<file path="config.mk">
export PLATFORM = sky130hd
export DESIGN_NAME = sio_port
export DESIGN_NICKNAME = d
export VERILOG_FILES = /design/src/rtl/sio_pkg.sv /design/src/rtl/sio_sync.sv /design/src/rtl/sio_tx.sv /design/src/rtl/sio_rx.sv /design/src/rtl/sio_port.sv
export SDC_FILE = /design/constraint.sdc
export NUM_CORES = 1
export LEC_CHECK = 0
export CAP_MARGIN = 25
export CORE_MARGIN = 2
export CORE_UTILIZATION = 60
export DETAILED_ROUTE_END_ITERATION = 8
export DONT_BUFFER_PORTS = 1
export GPL_TIMING_DRIVEN = 0
export PLACE_DENSITY = 0.77
export SLEW_MARGIN = 0
export SYNTH_ARGS = -nofsm -noshare
export SYNTH_HDL_FRONTEND = slang
export SYNTH_SLANG_ARGS = --single-unit
</file>
<file path="constraint.sdc">
create_clock -name clk -period 3.3 [get_ports clk]
set_input_delay 0.66 -clock clk [delete_from_list [all_inputs] [get_ports clk]]
set_output_delay 0.66 -clock clk [all_outputs]
set_load 0.02 [all_outputs]
</file>
<file path="src/rtl/sio_pkg.sv">
package sio_pkg;
   localparam int BYTE_W = 8;
   localparam int CTL_RX_FLAG = 0;
   localparam int CTL_TX_FLAG = 1;
   localparam int CTL_RX_EN = 4;
   localparam int CTL_MODE_LO = 6;
   localparam logic [1:0] MODE_ASYNC10 = 2'b01;
   localparam int LAST_DATA_POS = BYTE_W;
   localparam int STOP_POS = BYTE_W + 1;

   typedef enum logic {RX_IDLE = 1'b0, RX_RUN = 1'b1} rx_state_e;
endpackage

</file>
<file path="src/rtl/sio_sync.sv">
module sio_sync #(
   parameter int STAGES = 2
) (
   input  logic clk,
   input  logic rst_n,
   input  logic d,
   output logic q
);
   logic [STAGES-1:0] chain;

   generate
      if (STAGES == 1) begin : g_single
         always_ff @(posedge clk) begin
            if (!rst_n) chain <= '1;
            else        chain <= d;
         end
      end else begin : g_multi
         always_ff @(posedge clk) begin
            if (!rst_n) chain <= '1;
            else        chain <= {chain[STAGES-2:0], d};
         end
      end
   endgenerate

   assign q = chain[STAGES-1];
endmodule

</file>
<file path="src/rtl/sio_tx.sv">
module sio_tx
   import sio_pkg::*;
#(
   parameter int OVERSAMPLE = 16
) (
   input  logic              clk,
   input  logic              rst_n,
   input  logic              tick,
   input  logic              load,
   input  logic [BYTE_W-1:0] load_data,
   output logic              busy,
   output logic              stop_enter,
   output logic              line
);
   localparam int CW = $clog2(OVERSAMPLE);
   localparam logic [CW-1:0] TCNT_LAST = CW'(OVERSAMPLE - 1);

   logic [BYTE_W-1:0] hold;
   logic [3:0]        pos;
   logic [CW-1:0]     tcnt;
   logic              bit_end;
   logic              next_level;

   assign bit_end    = busy && tick && (tcnt == TCNT_LAST);
   assign stop_enter = bit_end && (pos == 4'(LAST_DATA_POS));
   assign next_level = (pos < 4'(LAST_DATA_POS)) ? hold[pos[2:0]] : 1'b1;

   always_ff @(posedge clk) begin
      if (!rst_n) begin
         busy <= 1'b0;
         line <= 1'b1;
         hold <= '0;
         pos  <= '0;
         tcnt <= '0;
      end else if (!busy) begin
         if (load) begin
            busy <= 1'b1;
            hold <= load_data;
            pos  <= '0;
            tcnt <= '0;
            line <= 1'b0;
         end
      end else if (tick) begin
         if (tcnt == TCNT_LAST) begin
            tcnt <= '0;
            if (pos == 4'(STOP_POS)) begin
               busy <= 1'b0;
               line <= 1'b1;
            end else begin
               pos  <= pos + 4'd1;
               line <= next_level;
            end
         end else begin
            tcnt <= tcnt + 1'b1;
         end
      end
   end

   // a frame opens with a low start bit
   p_start_low_r3: assert property (@(posedge clk) disable iff (!rst_n)
      $rose(busy) |-> !line);
   // the line is high whenever no frame is in flight
   p_idle_high_r3: assert property (@(posedge clk) disable iff (!rst_n)
      !busy |-> line);
   // a load during a frame leaves the byte being sent untouched
   p_load_ignored_r5: assert property (@(posedge clk) disable iff (!rst_n)
      (busy && load) |=> $stable(hold));
   // entering the stop bit drives the line high
   p_stop_high_r4: assert property (@(posedge clk) disable iff (!rst_n)
      stop_enter |=> (line && busy));
endmodule

</file>
<file path="src/rtl/sio_rx.sv">
module sio_rx
   import sio_pkg::*;
#(
   parameter int OVERSAMPLE = 16
) (
   input  logic              clk,
   input  logic              rst_n,
   input  logic              tick,
   input  logic              enable,
   input  logic              line,
   input  logic              hold_full,
   output logic              done,
   output logic              active,
   output logic [BYTE_W-1:0] data
);
   localparam int CW = $clog2(OVERSAMPLE);
   localparam logic [CW-1:0] RCNT_LAST = CW'(OVERSAMPLE - 1);
   localparam logic [CW-1:0] RCNT_MID  = CW'(OVERSAMPLE / 2 - 1);

   rx_state_e     state;
   logic [CW-1:0] rcnt;
   logic [3:0]    pos;
   logic          mid;

   assign active = (state == RX_RUN);
   assign mid    = active && enable && tick && (rcnt == RCNT_MID);
   assign done   = mid && (pos == 4'(STOP_POS)) && line && !hold_full;

   always_ff @(posedge clk) begin
      if (!rst_n) begin
         state <= RX_IDLE;
         rcnt  <= '0;
         pos   <= '0;
         data  <= '0;
      end else if (!enable) begin
         state <= RX_IDLE;
      end else if (tick) begin
         if (state == RX_IDLE) begin
            if (!line) begin
               state <= RX_RUN;
               rcnt  <= '0;
               pos   <= '0;
            end
         end else begin
            rcnt <= (rcnt == RCNT_LAST) ? '0 : rcnt + 1'b1;
            if (rcnt == RCNT_LAST) pos <= pos + 4'd1;
            if (rcnt == RCNT_MID) begin
               if (pos == 4'd0) begin
                  if (line) state <= RX_IDLE;
               end else if (pos == 4'(STOP_POS)) begin
                  state <= RX_IDLE;
               end else begin
                  data <= {line, data[BYTE_W-1:1]};
               end
            end
         end
      end
   end

   // the receiver drops out of a frame when it is disabled
   p_off_when_disabled_r10: assert property (@(posedge clk) disable iff (!rst_n)
      !enable |=> !active);
   // a frame only starts after a low line
   p_start_on_low_r6: assert property (@(posedge clk) disable iff (!rst_n)
      $rose(active) |-> $past(!line));
endmodule

</file>
<file path="src/rtl/sio_port.sv">
module sio_port
   import sio_pkg::*;
#(
   parameter int OVERSAMPLE  = 16,
   parameter int SYNC_STAGES = 2
) (
   input  logic       clk,
   input  logic       rst_n,
   input  logic       reg_we,
   input  logic       reg_addr,
   input  logic [7:0] reg_wdata,
   output logic [7:0] reg_rdata,
   input  logic       os_tick,
   input  logic       ser_in,
   output logic       ser_out,
   output logic       sio_irq
);
   generate
      if (OVERSAMPLE < 4 || (OVERSAMPLE % 2) != 0) begin : g_bad_os
         $error("sio_port: OVERSAMPLE must be even and at least 4");
      end
      if (SYNC_STAGES < 1) begin : g_bad_sync
         $error("sio_port: SYNC_STAGES must be at least 1");
      end
   endgenerate

   logic [7:0]        ctrl, ctrl_next;
   logic [BYTE_W-1:0] rxbuf;
   logic              mode_ok, ctrl_wr, buf_wr;
   logic              line_sync;
   logic              tx_busy, tx_stop;
   logic              rx_done, rx_active;
   logic [BYTE_W-1:0] rx_data;

   assign mode_ok = (ctrl[CTL_MODE_LO+1:CTL_MODE_LO] == MODE_ASYNC10);
   assign ctrl_wr = reg_we && !reg_addr;
   assign buf_wr  = reg_we && reg_addr && mode_ok;

   sio_sync #(.STAGES(SYNC_STAGES)) u_sync (
      .clk(clk), .rst_n(rst_n), .d(ser_in), .q(line_sync)
   );

   sio_tx #(.OVERSAMPLE(OVERSAMPLE)) u_tx (
      .clk(clk), .rst_n(rst_n), .tick(os_tick), .load(buf_wr),
      .load_data(reg_wdata), .busy(tx_busy), .stop_enter(tx_stop),
      .line(ser_out)
   );

   sio_rx #(.OVERSAMPLE(OVERSAMPLE)) u_rx (
      .clk(clk), .rst_n(rst_n), .tick(os_tick),
      .enable(ctrl[CTL_RX_EN] && mode_ok), .line(line_sync),
      .hold_full(ctrl[CTL_RX_FLAG]), .done(rx_done), .active(rx_active),
      .data(rx_data)
   );

   always_comb begin
      ctrl_next = ctrl_wr ? reg_wdata : ctrl;
      if (tx_stop) ctrl_next[CTL_TX_FLAG] = 1'b1;
      if (rx_done) ctrl_next[CTL_RX_FLAG] = 1'b1;
   end

   always_ff @(posedge clk) begin
      if (!rst_n) begin
         ctrl  <= '0;
         rxbuf <= '0;
      end else begin
         ctrl <= ctrl_next;
         if (rx_done) rxbuf <= rx_data;
      end
   end

   assign sio_irq   = ctrl[CTL_RX_FLAG] | ctrl[CTL_TX_FLAG];
   assign reg_rdata = reg_addr ? rxbuf : ctrl;

   // entering the stop bit raises the transmit flag
   p_tx_flag_at_stop_r4: assert property (@(posedge clk) disable iff (!rst_n)
      tx_stop |=> ctrl[CTL_TX_FLAG]);
   // a completed frame lands in the buffer with the receive flag
   p_rx_byte_loaded_r7: assert property (@(posedge clk) disable iff (!rst_n)
      rx_done |=> (ctrl[CTL_RX_FLAG] && rxbuf == $past(rx_data)));
   // the buffer holds while the receive flag is set
   p_buf_kept_r9: assert property (@(posedge clk) disable iff (!rst_n)
      ctrl[CTL_RX_FLAG] |=> $stable(rxbuf));
   // flags survive until a control write
   p_rx_flag_sticky_r11: assert property (@(posedge clk) disable iff (!rst_n)
      (ctrl[CTL_RX_FLAG] && !ctrl_wr) |=> ctrl[CTL_RX_FLAG]);
   p_tx_flag_sticky_r11: assert property (@(posedge clk) disable iff (!rst_n)
      (ctrl[CTL_TX_FLAG] && !ctrl_wr) |=> ctrl[CTL_TX_FLAG]);
   // no frame starts outside mode 01
   p_no_tx_bad_mode_r5: assert property (@(posedge clk) disable iff (!rst_n)
      (!mode_ok && !tx_busy) |=> !tx_busy);
   // the receiver stays idle while disabled
   p_rx_idle_off_r10: assert property (@(posedge clk) disable iff (!rst_n)
      !(ctrl[CTL_RX_EN] && mode_ok) |=> !rx_active);
endmodule

</file>
==> metrics, run 1 <==
P per Cell Area 429 nW/um2; share of cells above drive strength 1 0.0989; Initial DRC Count 115; final antenna-violating net count 0; Synth area leaders dfxtp_1, nand2_1, mux2i_1, mux2_2, a21boi_0; Residual DRC 0; worst slew pin tran 537 ps; CTS H-tree lvls 2; Ports 24; Post-CTS Resized 0; crit path kind input port to primary output; Critical-path top delay cell mux2_2; Post-CTS Setup Bufs 0; Die Span X 68.6 um; cell depth of the worst hold path 1; crit start category input port; DRT Pass-1 Iters 5; Hold WC Path Type flop to flop; Initial Util 0.627; worst vdd ir 0.282 mV; initial antenna violation count 0; CTS tree done; number of synthesis warnings 0; final hold vios 0; CP delay by family, top multiplexers; dominant cell type by area after synthesis dfxtp_1; DR WL/cell 14.9 um; GRT overflow 0; Crit path depth 2; area grow syn2layout 6.94%; area of the core 4000 um2; Peak Freq 510 MHz; post-synthesis async set-or-reset flop share 0; global-route wire length before repair 8.38 mm; ANT cells 0; crit path time final 1960 ps; leak pwr 0.977 nW; cts bufs inserted 5; area share of the largest cell type after synthesis 0.423; fin. max-slew vios 0; Syn Area/Cell 9.11 um2; vias in the first global route 1827; Netlist cell types 48; Vias per Instance 5.68; cell count after synthesis 275; Max-Cap Viols 0; register area share after synthesis 0.423; GPL Wtd Cong 0.855; Layout fillers 348; synthesized area 2510 um2; # setup viols final 0; CP endpoint kind primary output; Die Ht 68.6 um; Top FF cell, synth dfxtp_1; Final period util 0.594; GR Util All Layers 0.242; crit path DAT 1300 ps; Max stage delay on crit path 430 ps; die area 4710 um2; total wire length 4.95 mm; DR vias 1892; flops & latches, synth 53; area taken by flip-flops and latches 1060 um2; HPWL after DPL 3.58 mm; post-synthesis net count 296; latest clock arrival within the worst-skew pair 310 ps; number of flops mapped to enable cells by yosys 0; RSZ-0062 raised after global routing false; R2R setup slack 1420 ps; Worst Path Buf+Inv 1; maximum buffer depth of the clock tree 2; area of the multi-input gates 1340 um2; status completed; NumNets Final 303; Worst-path clk slew 90 ps; setup TNS 0 ps; standard-cell rows 23; clock root buffer clkbuf_8; setup slack at placement 1250 ps; Worst Clk Skew 3.47 ps; critical-path maximum fanout 10; clk sink count 53; Slew HR 0.642; worst reg2reg path depth 5; largest net degree at the start of global routing 17; CP Data Required Time 2640 ps; cts hold-fix bufs 0; PortBufs 0; cells along the critical path buf_2, mux2_2; Final WS setup 1340 ps
-- path summary, 6_finish.rpt --
check                                       end       startpoint
worst min register to register  u_sync.chain[1]  u_sync.chain[0]
worst min-delay path            u_sync.chain[1]  u_sync.chain[0]
worst max-delay path               reg_rdata[7]         reg_addr
worst max register to register     u_tx.tcnt[0]        u_tx.busy
-- cell usage after synthesis (2+ instances only) --
library cell	number
nand2_1	58
dfxtp_1	53
mux2i_1	18
nor2_1	13
a21boi_0	12
a21oi_1	10
nand3_1	10
mux2_2	9
ha_1	7
inv_1	7
clkbuf_1	6
nand2b_1	5
o21ai_0	5
buf_2	4
nor3b_1	4
o21a_1	4
nand3b_1	3
nor2b_1	3
nor3_1	3
xnor2_1	3
a31oi_1	2
and2_1	2
and3b_1	2
buf_1	2
buf_4	2
mux4_1	2
nand4_1	2
nor4b_1	2
o22ai_1	2
o31ai_1	2
-- stage by stage --
stage	hold slack [ps]	utilization	total power, mW	instance area [um2]	std cells
floorplan	386	-	0.708	2510	275
global placement	390	0.642	0.720	2570	325
detailed placement	400	0.642	0.721	2570	325
CTS	423	0.670	1.15	2680	333
global route	444	0.670	1.19	2680	333
finish	422	0.670	1.15	2680	333
-- area by class of cell --
| class | count | area share |
|---|---|---|
| well taps | 50 | 0.0233 |
| multi-input cells | 200 | 0.501 |
| clock buffers | 6 | 0.0271 |
| clock inverters | 2 | 0.0145 |
| plain buffers | 15 | 0.0285 |
| inverters | 7 | 0.00980 |
| flip-flops and latches | 53 | 0.396 |
-- worst register-to-register path: cells and delay by family, from the launching register on --
family / cells / cell delay, ps
AND/OR/NAND/NOR: 3 / 820
AO/OA/AOI/OAI: 1 / 230
buffers and inverters: 1 / 310
flip-flops: 1 / 400
-- layer usage --
layer | GRT usage | vias to the layer above | routed length, um | part of all wire
met4 | 0.0750 | 0 | 53 | 0.011
met3 | 0.0649 | 4 | 225 | 0.045
met5 | 0 | - | 0 | 0
met1 | 0.323 | 891 | 2360 | 0.48
met2 | 0.381 | 31 | 2310 | 0.47
li1 | - | 966 | - | -
-- flip-flops by register name (all words and copies together) (netlist names) --
| register | cells |
|---|---|
| ctrl | 8 |
| rxbuf | 8 |
| u_rx.active | 1 |
| u_rx.data | 8 |
| u_rx.pos | 4 |
| u_rx.rcnt | 4 |
| u_sync.chain | 2 |
| u_tx.busy | 1 |
| u_tx.hold | 8 |
| u_tx.line | 1 |
| u_tx.pos | 4 |
| u_tx.tcnt | 4 |
-- layout by cell type, fill, tap and decap left out, drive strengths merged, types with 2 or more instances in the layout --
cell / instances
o21ai: 6
inv: 7
o31ai: 2
nand2: 58
nor2b: 3
o22ai: 2
nor3b: 4
o21a: 4
nor3: 3
mux2i: 18
a21oi: 10
and3b: 2
clkbuf: 12
a21boi: 12
a31oi: 2
nand4b: 2
nor4b: 3
nand4: 2
ha: 7
nand2b: 5
mux4: 2
nor2: 13
nand3b: 3
nand3: 10
buf: 9
xnor2: 3
mux2: 9
dfxtp: 53
and2: 2
-- power breakdown --
part	internal, mW	switching [mW]	total, mW
registers	0.647	0.00706	0.654
logic	0.0181	0.0347	0.0528
clock network	0.228	0.215	0.443
-- cells by family (layout without fill, tap and decap cells) --
group                      Yosys count  in the layout  share of synthesized area
xor gates and xnor gates             4              4                     0.0140
buffers and inverters               22             30                     0.0409
muxes                               29             29                      0.133
AOI/OAI and AO/OA                   45             45                      0.125
and+or+nand+nor                    115            115                      0.229
DFF                                 53             53                      0.423
adders and majority gates            7              7                     0.0349
(Power assumes the default switching activity.)
==> run 2: changes to the inputs <==
- clock period: 3.3 -> 1.9 ns (I/O delays scaled with it)
==> metrics, run 2 (synthesized netlist as in run 1, its figures left out) <==
status completed; cells along the critical path ha_1, and4b_1, nand3_1, nor4b_2, buf_4, mux2i_1; largest net degree at the start of global routing 17; standard-cell rows 23; cts hold-fix bufs 0; clock root buffer clkbuf_8; P per Cell Area 742 nW/um2; initial antenna violation count 0; # setup viols final 0; Die Ht 68.6 um; Max stage delay on crit path 390 ps; worst vdd ir 0.487 mV; cell depth of the worst hold path 1; share of cells above drive strength 1 0.102; worst reg2reg path depth 6; area grow syn2layout 7.19%; final antenna-violating net count 0; latest clock arrival within the worst-skew pair 300 ps; Min-Delay Startpoint ser_in; die area 4710 um2; ANT cells 0; CTS tree done; CTS H-tree lvls 2; Worst Clk Skew 3.47 ps; DRT Pass-1 Iters 5; Placed Cells incl. Taps 325; R2R setup slack 110 ps; Max-Cap Viols 0; GRT overflow 0; Initial DRC Count 125; crit start category flop; Ports 24; cts bufs inserted 5; critical-path maximum fanout 9; NumNets Final 303; Initial Util 0.627; post-route cell area 2690 um2; maximum buffer depth of the clock tree 2; commonest non-fill, non-tap cells in the layout nand2_1, dfxtp_1, mux2i_1; crit path kind flop to flop; crit path DAT 2020 ps; Worst-path clk slew 90 ps; leak pwr 0.977 nW; hold path endpoint u_sync.chain[0]; Peak Freq 560 MHz; GR Util All Layers 0.242; most common cell after layout, fill and taps aside nand2_1; Hold WC Path Type input port to flop; Layout Cells excl Fill 333; final hold vios 0; Residual DRC 0; global-route wire length before repair 8.38 mm; Worst Path Buf+Inv 1; HPWL after DPL 3.58 mm; fin. max-slew vios 0; placed inst area 2570 um2; setup TNS 0 ps; vias in the first global route 1827; clk sink count 53; Vias per Instance 5.67; GPL Wtd Cong 0.855; Die Span X 68.6 um; Slew HR 0.651; WHS 174 ps; Critical-path top delay cell dfxtp_1; crit path time final 1790 ps; R2R Path End rxbuf[3]; area of the core 4000 um2; DR WL/cell 14.8 um; CP endpoint kind flop; Final period util 0.940; PortBufs 0; total wire length 4.93 mm; CP Data Required Time 2130 ps; DR vias 1888; Critical R2R Launch u_rx.rcnt[0]; CP delay by family, top simple AND/OR/NAND/NOR gates; RSZ-0062 raised after global routing false; worst slew pin tran 524 ps
run 2: layout make-up:
cell class,instances,area [um2]
fillers,346,1310
plain buffers,15,76.3
well taps,50,62.6
multi-input cells,200,1350
flip-flops and latches,53,1060
inverters,7,26.3
clock inverters,2,38.8
clock buffers,6,72.6
run 2: worst max-delay path by stage:
stage,startpoint,to,cells past startpoint
2_1_floorplan,u_tx.pos[0],u_tx.line,5
3_3_place_gp,u_tx.busy,u_tx.tcnt[0],5
3_5_place_dp,u_tx.busy,u_tx.tcnt[0],5
4_1_cts,u_tx.busy,u_tx.tcnt[0],5
5_1_grt,u_rx.rcnt[0],rxbuf[3],6
6_report,u_rx.rcnt[0],rxbuf[3],6
run 2: per-layer routing:
metal  share of wire  global-route usage  vias to the layer above
met1            0.47               0.323                      879
met2            0.47               0.381                       38
li1                -                   -                      967
met5               0                   0                        -
met3           0.057              0.0649                        4
met4          0.0063              0.0750                        0
run 2: report_power, final:
part,internal (mW),switching (mW),total [mW]
Combinational,0.0320,0.0600,0.0920
Clock,0.396,0.369,0.765
Sequential,1.12,0.0125,1.14
Total,1.55,0.441,1.99
run 2: what timing repair did:
item / 4_1_cts / 5_1_grt
setup endpoints to repair: 0 / 10
setup buffers: 0 / 0
resized for setup: 0 / 1
run 2: stage by stage:
stage               worst slack [ps]  power [mW]  utilization
finish                           114        1.99        0.672
global route                    10.8        2.07        0.672
CTS                              102        2.00        0.670
detailed placement               120        1.25        0.642
global placement                 131        1.25        0.642
floorplan                        313        1.23            -
run 2: worst register-to-register path, stage by stage, from the launching register on:
cell and delay (ps):
dfxtp_1 390, ha_1 220, and4b_1 250, nand3_1 140, nor4b_2 260, buf_4 240
mux2i_1 220
